`config.mk`:
```
export PLATFORM = sky130hd
export DESIGN_NAME = wdt_edge_watchdog
export DESIGN_NICKNAME = d
export VERILOG_FILES = /design/src/rtl/wdt_pkg.sv /design/src/rtl/wdt_sync.sv /design/src/rtl/wdt_edge.sv /design/src/rtl/wdt_timer.sv /design/src/rtl/wdt_edge_watchdog.sv
export SDC_FILE = /design/constraint.sdc
export NUM_CORES = 1
export LEC_CHECK = 0
export ABC_AREA = 0
export BUFFER_PORTS_ARGS = -buffer_cell sky130_fd_sc_hd__buf_2
export CAP_MARGIN = 30
export CORE_MARGIN = 1.5
export CORE_UTILIZATION = 50
export DETAILED_ROUTE_END_ITERATION = 8
export PLACE_DENSITY = 0.66
export SYNTH_ARGS = -nofsm -noshare
export SYNTH_HDL_FRONTEND = slang
export SYNTH_SLANG_ARGS = --single-unit
```
`constraint.sdc`:
```
create_clock -name clk -period 2.7 [get_ports clk]
set_input_delay 0.27 -clock clk [delete_from_list [all_inputs] [get_ports clk]]
set_output_delay 0.27 -clock clk [all_outputs]
set_load 0.01 [all_outputs]
```
`src/rtl/wdt_pkg.sv`:
```
package wdt_pkg;
  localparam int unsigned WDT_SYNC_DEFAULT = 2;

  typedef enum logic [1:0] {
    WD_IDLE    = 2'd0,
    WD_COUNT   = 2'd1,
    WD_EXPIRED = 2'd2
  } wd_state_e;
endpackage

```
`src/rtl/wdt_sync.sv`:
```
module wdt_sync #(
  parameter int unsigned STAGES = 2
) (
  input  logic clk,
  input  logic rst_n,
  input  logic din,
  output logic dout
);
  logic [STAGES-1:0] chain_q;

  always_ff @(posedge clk or negedge rst_n) begin
    if (!rst_n) chain_q[0] <= 1'b0;
    else        chain_q[0] <= din;
  end

  for (genvar g = 1; g < STAGES; g++) begin : g_stage
    always_ff @(posedge clk or negedge rst_n) begin
      if (!rst_n) chain_q[g] <= 1'b0;
      else        chain_q[g] <= chain_q[g-1];
    end
  end

  assign dout = chain_q[STAGES-1];
endmodule

```
`src/rtl/wdt_edge.sv`:
```
module wdt_edge (
  input  logic clk,
  input  logic rst_n,
  input  logic level,
  output logic toggled
);
  logic prev_q;

  always_ff @(posedge clk or negedge rst_n) begin
    if (!rst_n) prev_q <= 1'b0;
    else        prev_q <= level;
  end

  // either direction counts as activity
  assign toggled = level ^ prev_q;
endmodule

```
`src/rtl/wdt_timer.sv`:
```
module wdt_timer
  import wdt_pkg::*;
#(
  parameter int unsigned TIMEOUT_CYC = 5,
  localparam int unsigned CW = (TIMEOUT_CYC > 2) ? $clog2(TIMEOUT_CYC) : 1
) (
  input  logic          clk,
  input  logic          rst_n,
  input  logic          idle,
  input  logic          clear,
  output logic          expired,
  output logic [CW-1:0] count
);
  localparam logic [CW-1:0] LAST = CW'(TIMEOUT_CYC - 1);

  wd_state_e    state_q;
  logic [CW-1:0] cnt_q;

  always_ff @(posedge clk or negedge rst_n) begin
    if (!rst_n) begin
      state_q <= WD_COUNT;
      cnt_q   <= '0;
    end else if (idle) begin
      state_q <= WD_IDLE;
      cnt_q   <= '0;
    end else if (clear) begin
      state_q <= WD_COUNT;
      cnt_q   <= '0;
    end else begin
      unique case (state_q)
        WD_IDLE: begin
          // leaving idle restarts the window
          state_q <= WD_COUNT;
          cnt_q   <= '0;
        end
        WD_COUNT: begin
          if (cnt_q == LAST) state_q <= WD_EXPIRED;
          else               cnt_q   <= cnt_q + 1'b1;
        end
        WD_EXPIRED: state_q <= WD_EXPIRED;
        default: begin
          state_q <= WD_COUNT;
          cnt_q   <= '0;
        end
      endcase
    end
  end

  assign expired = (state_q == WD_EXPIRED);
  assign count   = cnt_q;
endmodule

```
`src/rtl/wdt_edge_watchdog.sv`:
```
module wdt_edge_watchdog
  import wdt_pkg::*;
#(
  parameter int unsigned CLK_HZ      = 50_000_000,
  parameter int unsigned TIMEOUT_CYC = CLK_HZ / 10 * 16,
  parameter int unsigned SYNC_STAGES = WDT_SYNC_DEFAULT,
  localparam int unsigned CW = (TIMEOUT_CYC > 2) ? $clog2(TIMEOUT_CYC) : 1
) (
  input  logic clk,
  input  logic rst_n,
  input  logic wdi,
  input  logic wdi_float,
  input  logic supply_ok,
  input  logic sys_rst,
  output logic wdo_n
);
  if (TIMEOUT_CYC < 2) begin : g_bad_timeout
    $error("TIMEOUT_CYC must be at least 2");
  end
  if (SYNC_STAGES < 2) begin : g_bad_sync
    $error("SYNC_STAGES must be at least 2");
  end

  logic          wdi_sync;
  logic          edge_pulse;
  logic          expired;
  logic [CW-1:0] tmr_count;

  wdt_sync #(.STAGES(SYNC_STAGES)) i_sync (
    .clk  (clk),
    .rst_n(rst_n),
    .din  (wdi),
    .dout (wdi_sync)
  );

  wdt_edge i_edge (
    .clk    (clk),
    .rst_n  (rst_n),
    .level  (wdi_sync),
    .toggled(edge_pulse)
  );

  wdt_timer #(.TIMEOUT_CYC(TIMEOUT_CYC)) i_timer (
    .clk    (clk),
    .rst_n  (rst_n),
    .idle   (wdi_float),
    .clear  (sys_rst | edge_pulse),
    .expired(expired),
    .count  (tmr_count)
  );

  // supply loss forces low; recovery releases without delay
  assign wdo_n = supply_ok & ~expired;
endmodule

```
Yosys cells after proc, flatten, opt, wreduce, memory -nomap -nowiden
Cells that the tools add are included.

storage, ports and cells
  register bits = 32
  latch bits = 0
  bits in writable memories = 0
  ROM bits = 0
  input bits = 6
  output and inout bits = 1
  word-level logic and storage cells = 25
  memories = 0

operators by class
  $add $sub $neg = 1
  $mul = 0
  div/mod/pow operators = 0
  $lt $le $gt $ge = 0
  equal/unequal tests = 6
  shift operators = 0
  multiplexer cells = 8
  bitwise operators = 4
  reduce and logical (&&, ||, !) cells = 1

operators by type and width
  kind                                                                     number
  27-bit two-way mux                                                       3
  27-bit case mux with 2 select lines                                      1
  27-bit by 1-bit adder with 27-bit output, second input constant          1
  27-bit == test, second input constant                                    1
  2-bit two-way mux                                                        3
  4-bit by 2-bit inequality test with 1-bit output, second input constant  1
  4-bit by 3-bit inequality test with 1-bit output, second input constant  1
  2-bit case mux with 2 select lines                                       1
  3-bit by 2-bit inequality test with 1-bit output, second input constant  1
  2-bit by 1-bit == test with 1-bit output, second input constant          1
  2-bit == test, second input constant                                     1
  2-bit AND reduction                                                      1
  1-bit AND                                                                1
  1-bit NOT                                                                1
  1-bit OR                                                                 1
  1-bit XOR                                                                1

Logic depth before layout (Yosys ltp)
  word-level depth = 5
  depth in mapped cells = 8
  depth with buffers taken out = 7

Cells and area by module
From an unflattened synthesis, not the netlist that was laid out.

unflattened totals
  cells, all modules = 186
  area total of the unflattened synthesis = 1740.4 µm²

by module, submodules not included
  module             instances  cells an instance  area an instance (µm²)  seq. area each (µm²)
  wdt_timer          1          180                1644.1                  726.9
  wdt_sync           1          2                  50.0                    50.0
  wdt_edge           1          2                  33.8                    25.0
  wdt_edge_watchdog  1          2                  12.5                    0.0

Worst setup path after synthesis
Ideal clock, no wire load.

  path kind = flip-flop to flip-flop
  from = register i_timer.state_q[0]
  to = register i_timer.cnt_q[9] (netlist: i_timer.count[9])
  library setup time = 75 ps
  arrival time = 2037 ps
  data required time = 2625 ps
  path slack = 588 ps
  stages on the path, launching flop included = 8
  path buffers = 1
  period minus slack after synthesis = 2112 ps
  cell sequence = dfstp_2 ha_1 or4b_1 or4_4 o21ai_4 buf_6 o31ai_1 a21oi_2

between the ends
  word-level cells in the longest chain between the ends = 4
  elaborated cells between the ends (all ways) = 8
  classes of those cells = 4 x eq/ne; 3 x mux; 1 x reduce/logical

ends and longest elaborated chain
  element                                                                    RTL line         RTL
  from (decl)                                                                wdt_timer.sv:16  wd_state_e state_q;
  from (signal assigned)                                                     wdt_timer.sv:21  state_q <= WD_COUNT;
  from (signal assigned)                                                     wdt_timer.sv:24  state_q <= WD_IDLE;
  from (signal assigned)                                                     wdt_timer.sv:27  state_q <= WD_COUNT;
  2-bit == test or 2-bit by 1-bit == test with 1-bit output (tied branches)  wdt_timer.sv:30  unique case (state_q)
  27-bit case mux with 2 select lines                                        wdt_timer.sv:30
  27-bit two-way mux                                                         wdt_timer.sv:26  end else if (clear) begin
  27-bit two-way mux                                                         wdt_timer.sv:23  end else if (idle) begin
  to (signal assigned)                                                       wdt_timer.sv:38  else cnt_q <= cnt_q + 1'b1;
  to (decl)                                                                  wdt_timer.sv:17  logic [CW-1:0] cnt_q;

Parallel ways exist; a longest one is shown, timed or not.
A chain may end at the register's enable or synchronous reset.

Worst setup path after layout
  from = register i_timer.state_q[0]
  to = register i_timer.cnt_q[8] (netlist: i_timer.count[8])

The elaborated chain is that of the path after synthesis.

==> out/summary.txt <==
Mapped cell area - 0.00187 sq mm
Worst-Skew Late Latency - 0.29 ns
I/O Buffers - 6
Row cnt - 22
Hold Fails Final Rpt - 0
Seq cells post-synth - 32
CP required - 2.87 ns
DR iter-0 viols - 112
H-tree Lvls - 2
Reg2reg start - i_timer.state_q[0]
Fin crit period - 2.31 ns
Synthesized area per cell - 9.55 sq um
Post-CTS sizing - 0
Core area - 0.00363 sq mm
Placed inst area - 0.00192 sq mm
Global Route Usage Sum - 21.3%
Actual slew at the worst max-slew pin - 0.938 ns
Vias post-DR - 1,526
P_leak - 0.762 nW
Post-synth top area cell - dfrtp_1
I/O pin count - 7
Register area share after synthesis - 42.8%
Reg2reg path depth - 6
Clk root buf - clkbuf_8
Layout area overhead - 9.49%
Post-DP HPWL - 2.72 mm
Syn_nets - 206
First-pass iteration count of the detailed router - 4
FILL cells - 349
CP cell instances - ha_1, or4b_1, or4_4, o21ai_4, or4_1, a21oi_2
Layout cells sized above 1 - 15.2%
Status - finished, final reports clean
Pwr Density - 507 mW/mm^2
Post-CTS Hold Buffers - 0
Max frequency - 433 MHz
Synth Area in Compound Gates - 14.6%
Power Total - 0.00104 W
Maximum VDD drop - 335 uV
Largest net degree at the start of global routing - 33
Grt ovf - 0
Drt wl/cell - 15.4 um
Clk slew on worst S/H paths - 0.06 ns
Worst hold path class - primary input to asynchronous set/reset pin
Yosys warnings - 0
Multi-input combinational cell area - 0.00100 sq mm
Synth cell count leaders - dfrtp_1, nand2_1, or3_1
Mux contribution to synthesized area - 0.535%
Delay of the slowest cell on the worst path - 0.54 ns
Die W - 64.2 um
R2R Setup Slk - 0.39 ns
Area contributors post-synth - dfrtp_1, or3_1, nand2_1
NumNets Final - 213
DRC Markers - 0
Largest family of logic cells by synthesized area - simple AND/OR/NAND/NOR gates
Final Slew Violations - 0
Critical path class - register to register
First-pass GRT wire length - 6.74 mm
Adder-Cell Fraction of Synth Area - 2.67%
Max Fanout on Critical Path - 18
RR Endpoint - i_timer.count[8]
Main synth FF type - dfrtp_1
Setup TNS - 0 ns
Final cell count without fillers - 252
Crit. End Element - register
Final setup viols - 0
Worst setup margin - 0.390 ns
Post-synth EDFFs - 0
Period Utilization, post-route - 85.5%
Final instance area - 0.00205 sq mm
Critical-path top delay cell - dfstp_2
Antenna diode count - 0
Final WL - 3.89 mm
Relative slew slack - 37.0%
Top-area cell type share of the netlist area - 41.4%
Critical Path Start Type - register
Starting Density - 51.5%
Cell variety after synth - 45
CTS tree - built
XOR/XNOR Fraction of Synth Area - 4.21%
Top-count cell post-synth - dfrtp_1
Initial antenna violation count - 0
Total CTS buffers - 5
Sequential standard cell area - 802 sq um
Post-CTS setup buffer count - 0
Asr flop ratio synth - 100%
Cells after synthesis - 196
RSZ-0062 raised after global routing - no
DP Cell Count - 244
Simple-Gate Fraction of Synth Area - 31.4%
Vias in the first global route - 1,452
Drt via density - 6.06
Die Span Y - 64.2 um
# clock sinks - 32
Max cap viols - 0
Post-place setup slack - 0.402 ns
Routed Antenna Nets - 0
Final GP Congestion - 0.860
Die area - 0.00412 sq mm
CTS max path bufs - 2
Skew final - 0.00164 ns
CP arrival - 2.48 ns
## placed cells by master, fill, tap and decap left out, types with 6 or more instances in the layout
| master | count |
|---|---|
| buf_2 | 6 |
| xnor2_1 | 7 |
| nand2_1 | 19 |
| dfrtp_1 | 31 |
| clkbuf_8 | 7 |
| nand4_1 | 6 |
| nor2_1 | 11 |
| nand3_1 | 11 |
| a21oi_2 | 7 |
| o21ai_1 | 9 |
| a21oi_1 | 7 |
| nor4_1 | 6 |
| or3_1 | 12 |
| or4_1 | 6 |
## worst max-delay path: cells and delay by family, from the launching register on
kind / cells / cell delay (ns)
and+or+nand+nor: 3 / 1.07
adders and majority gates: 1 / 0.15
AOI/OAI and AO/OA: 2 / 0.42
DFF: 1 / 0.54
## final cells by class
cell class                 count  area share (%)
multi-input combinational    152            48.8
sequential                    32            39.1
clock buffer                   7            4.70
tap                           48            2.93
timing repair buffer           8            2.20
clock inverter                 1            1.47
inverter                       4           0.733
## per-stage QoR
stage,hold WS [ns],util [%]
6_report,0.0371,56.4
5_1_grt,0.0784,56.4
4_1_cts,0.0570,56.4
3_5_place_dp,0.348,52.9
3_3_place_gp,0.344,52.9
2_1_floorplan,-0.0256,-
## registers in the layout, indices dropped and copies added, names as in the netlist
signal,flops
i_timer.count,27
i_edge.prev_q,1
i_sync.chain_q,1
i_timer.state_q,2
i_sync.dout,1
## worst max-delay path by stage
stage	from	slack (ns)	endpoint
finish	i_timer.state_q[0]	0.39	i_timer.count[8]
global route	i_timer.count[10]	0.22	i_timer.count[24]
CTS	i_timer.state_q[0]	0.39	i_timer.count[9]
detailed placement	i_timer.state_q[0]	0.40	i_timer.count[9]
global placement	i_timer.state_q[0]	0.46	i_timer.count[9]
floorplan	i_timer.state_q[0]	0.59	i_timer.count[9]
## routing by layer
metal | up-vias | share of wire [%] | GRT usage, %
li1 | 741 | - | -
met1 | 744 | 46 | 27.1
met2 | 35 | 48 | 34.0
met3 | 6 | 4.9 | 6.51
met4 | 0 | 1.7 | 8.51
met5 | - | 0 | 0
## logic make-up after synthesis
| group | count (synthesis) |
|---|---|
| AND/OR/NAND/NOR | 101 |
| AO/OA/AOI/OAI | 37 |
| flip-flops | 32 |
| buffers and inverters | 12 |
| XOR/XNOR | 9 |
| adder cells (fa/ha/maj) | 4 |
| multiplexers | 1 |
## report_power, final
group | switching (W) | leakage [nW] | internal, W | total (W)
sequential | 0.00000344 | 0.436 | 0.000486 | 0.000489
clock | 0.000179 | 0.0645 | 0.000325 | 0.000505
combinational | 0.0000317 | 0.261 | 0.0000131 | 0.0000449
(Power assumes the default switching activity.)
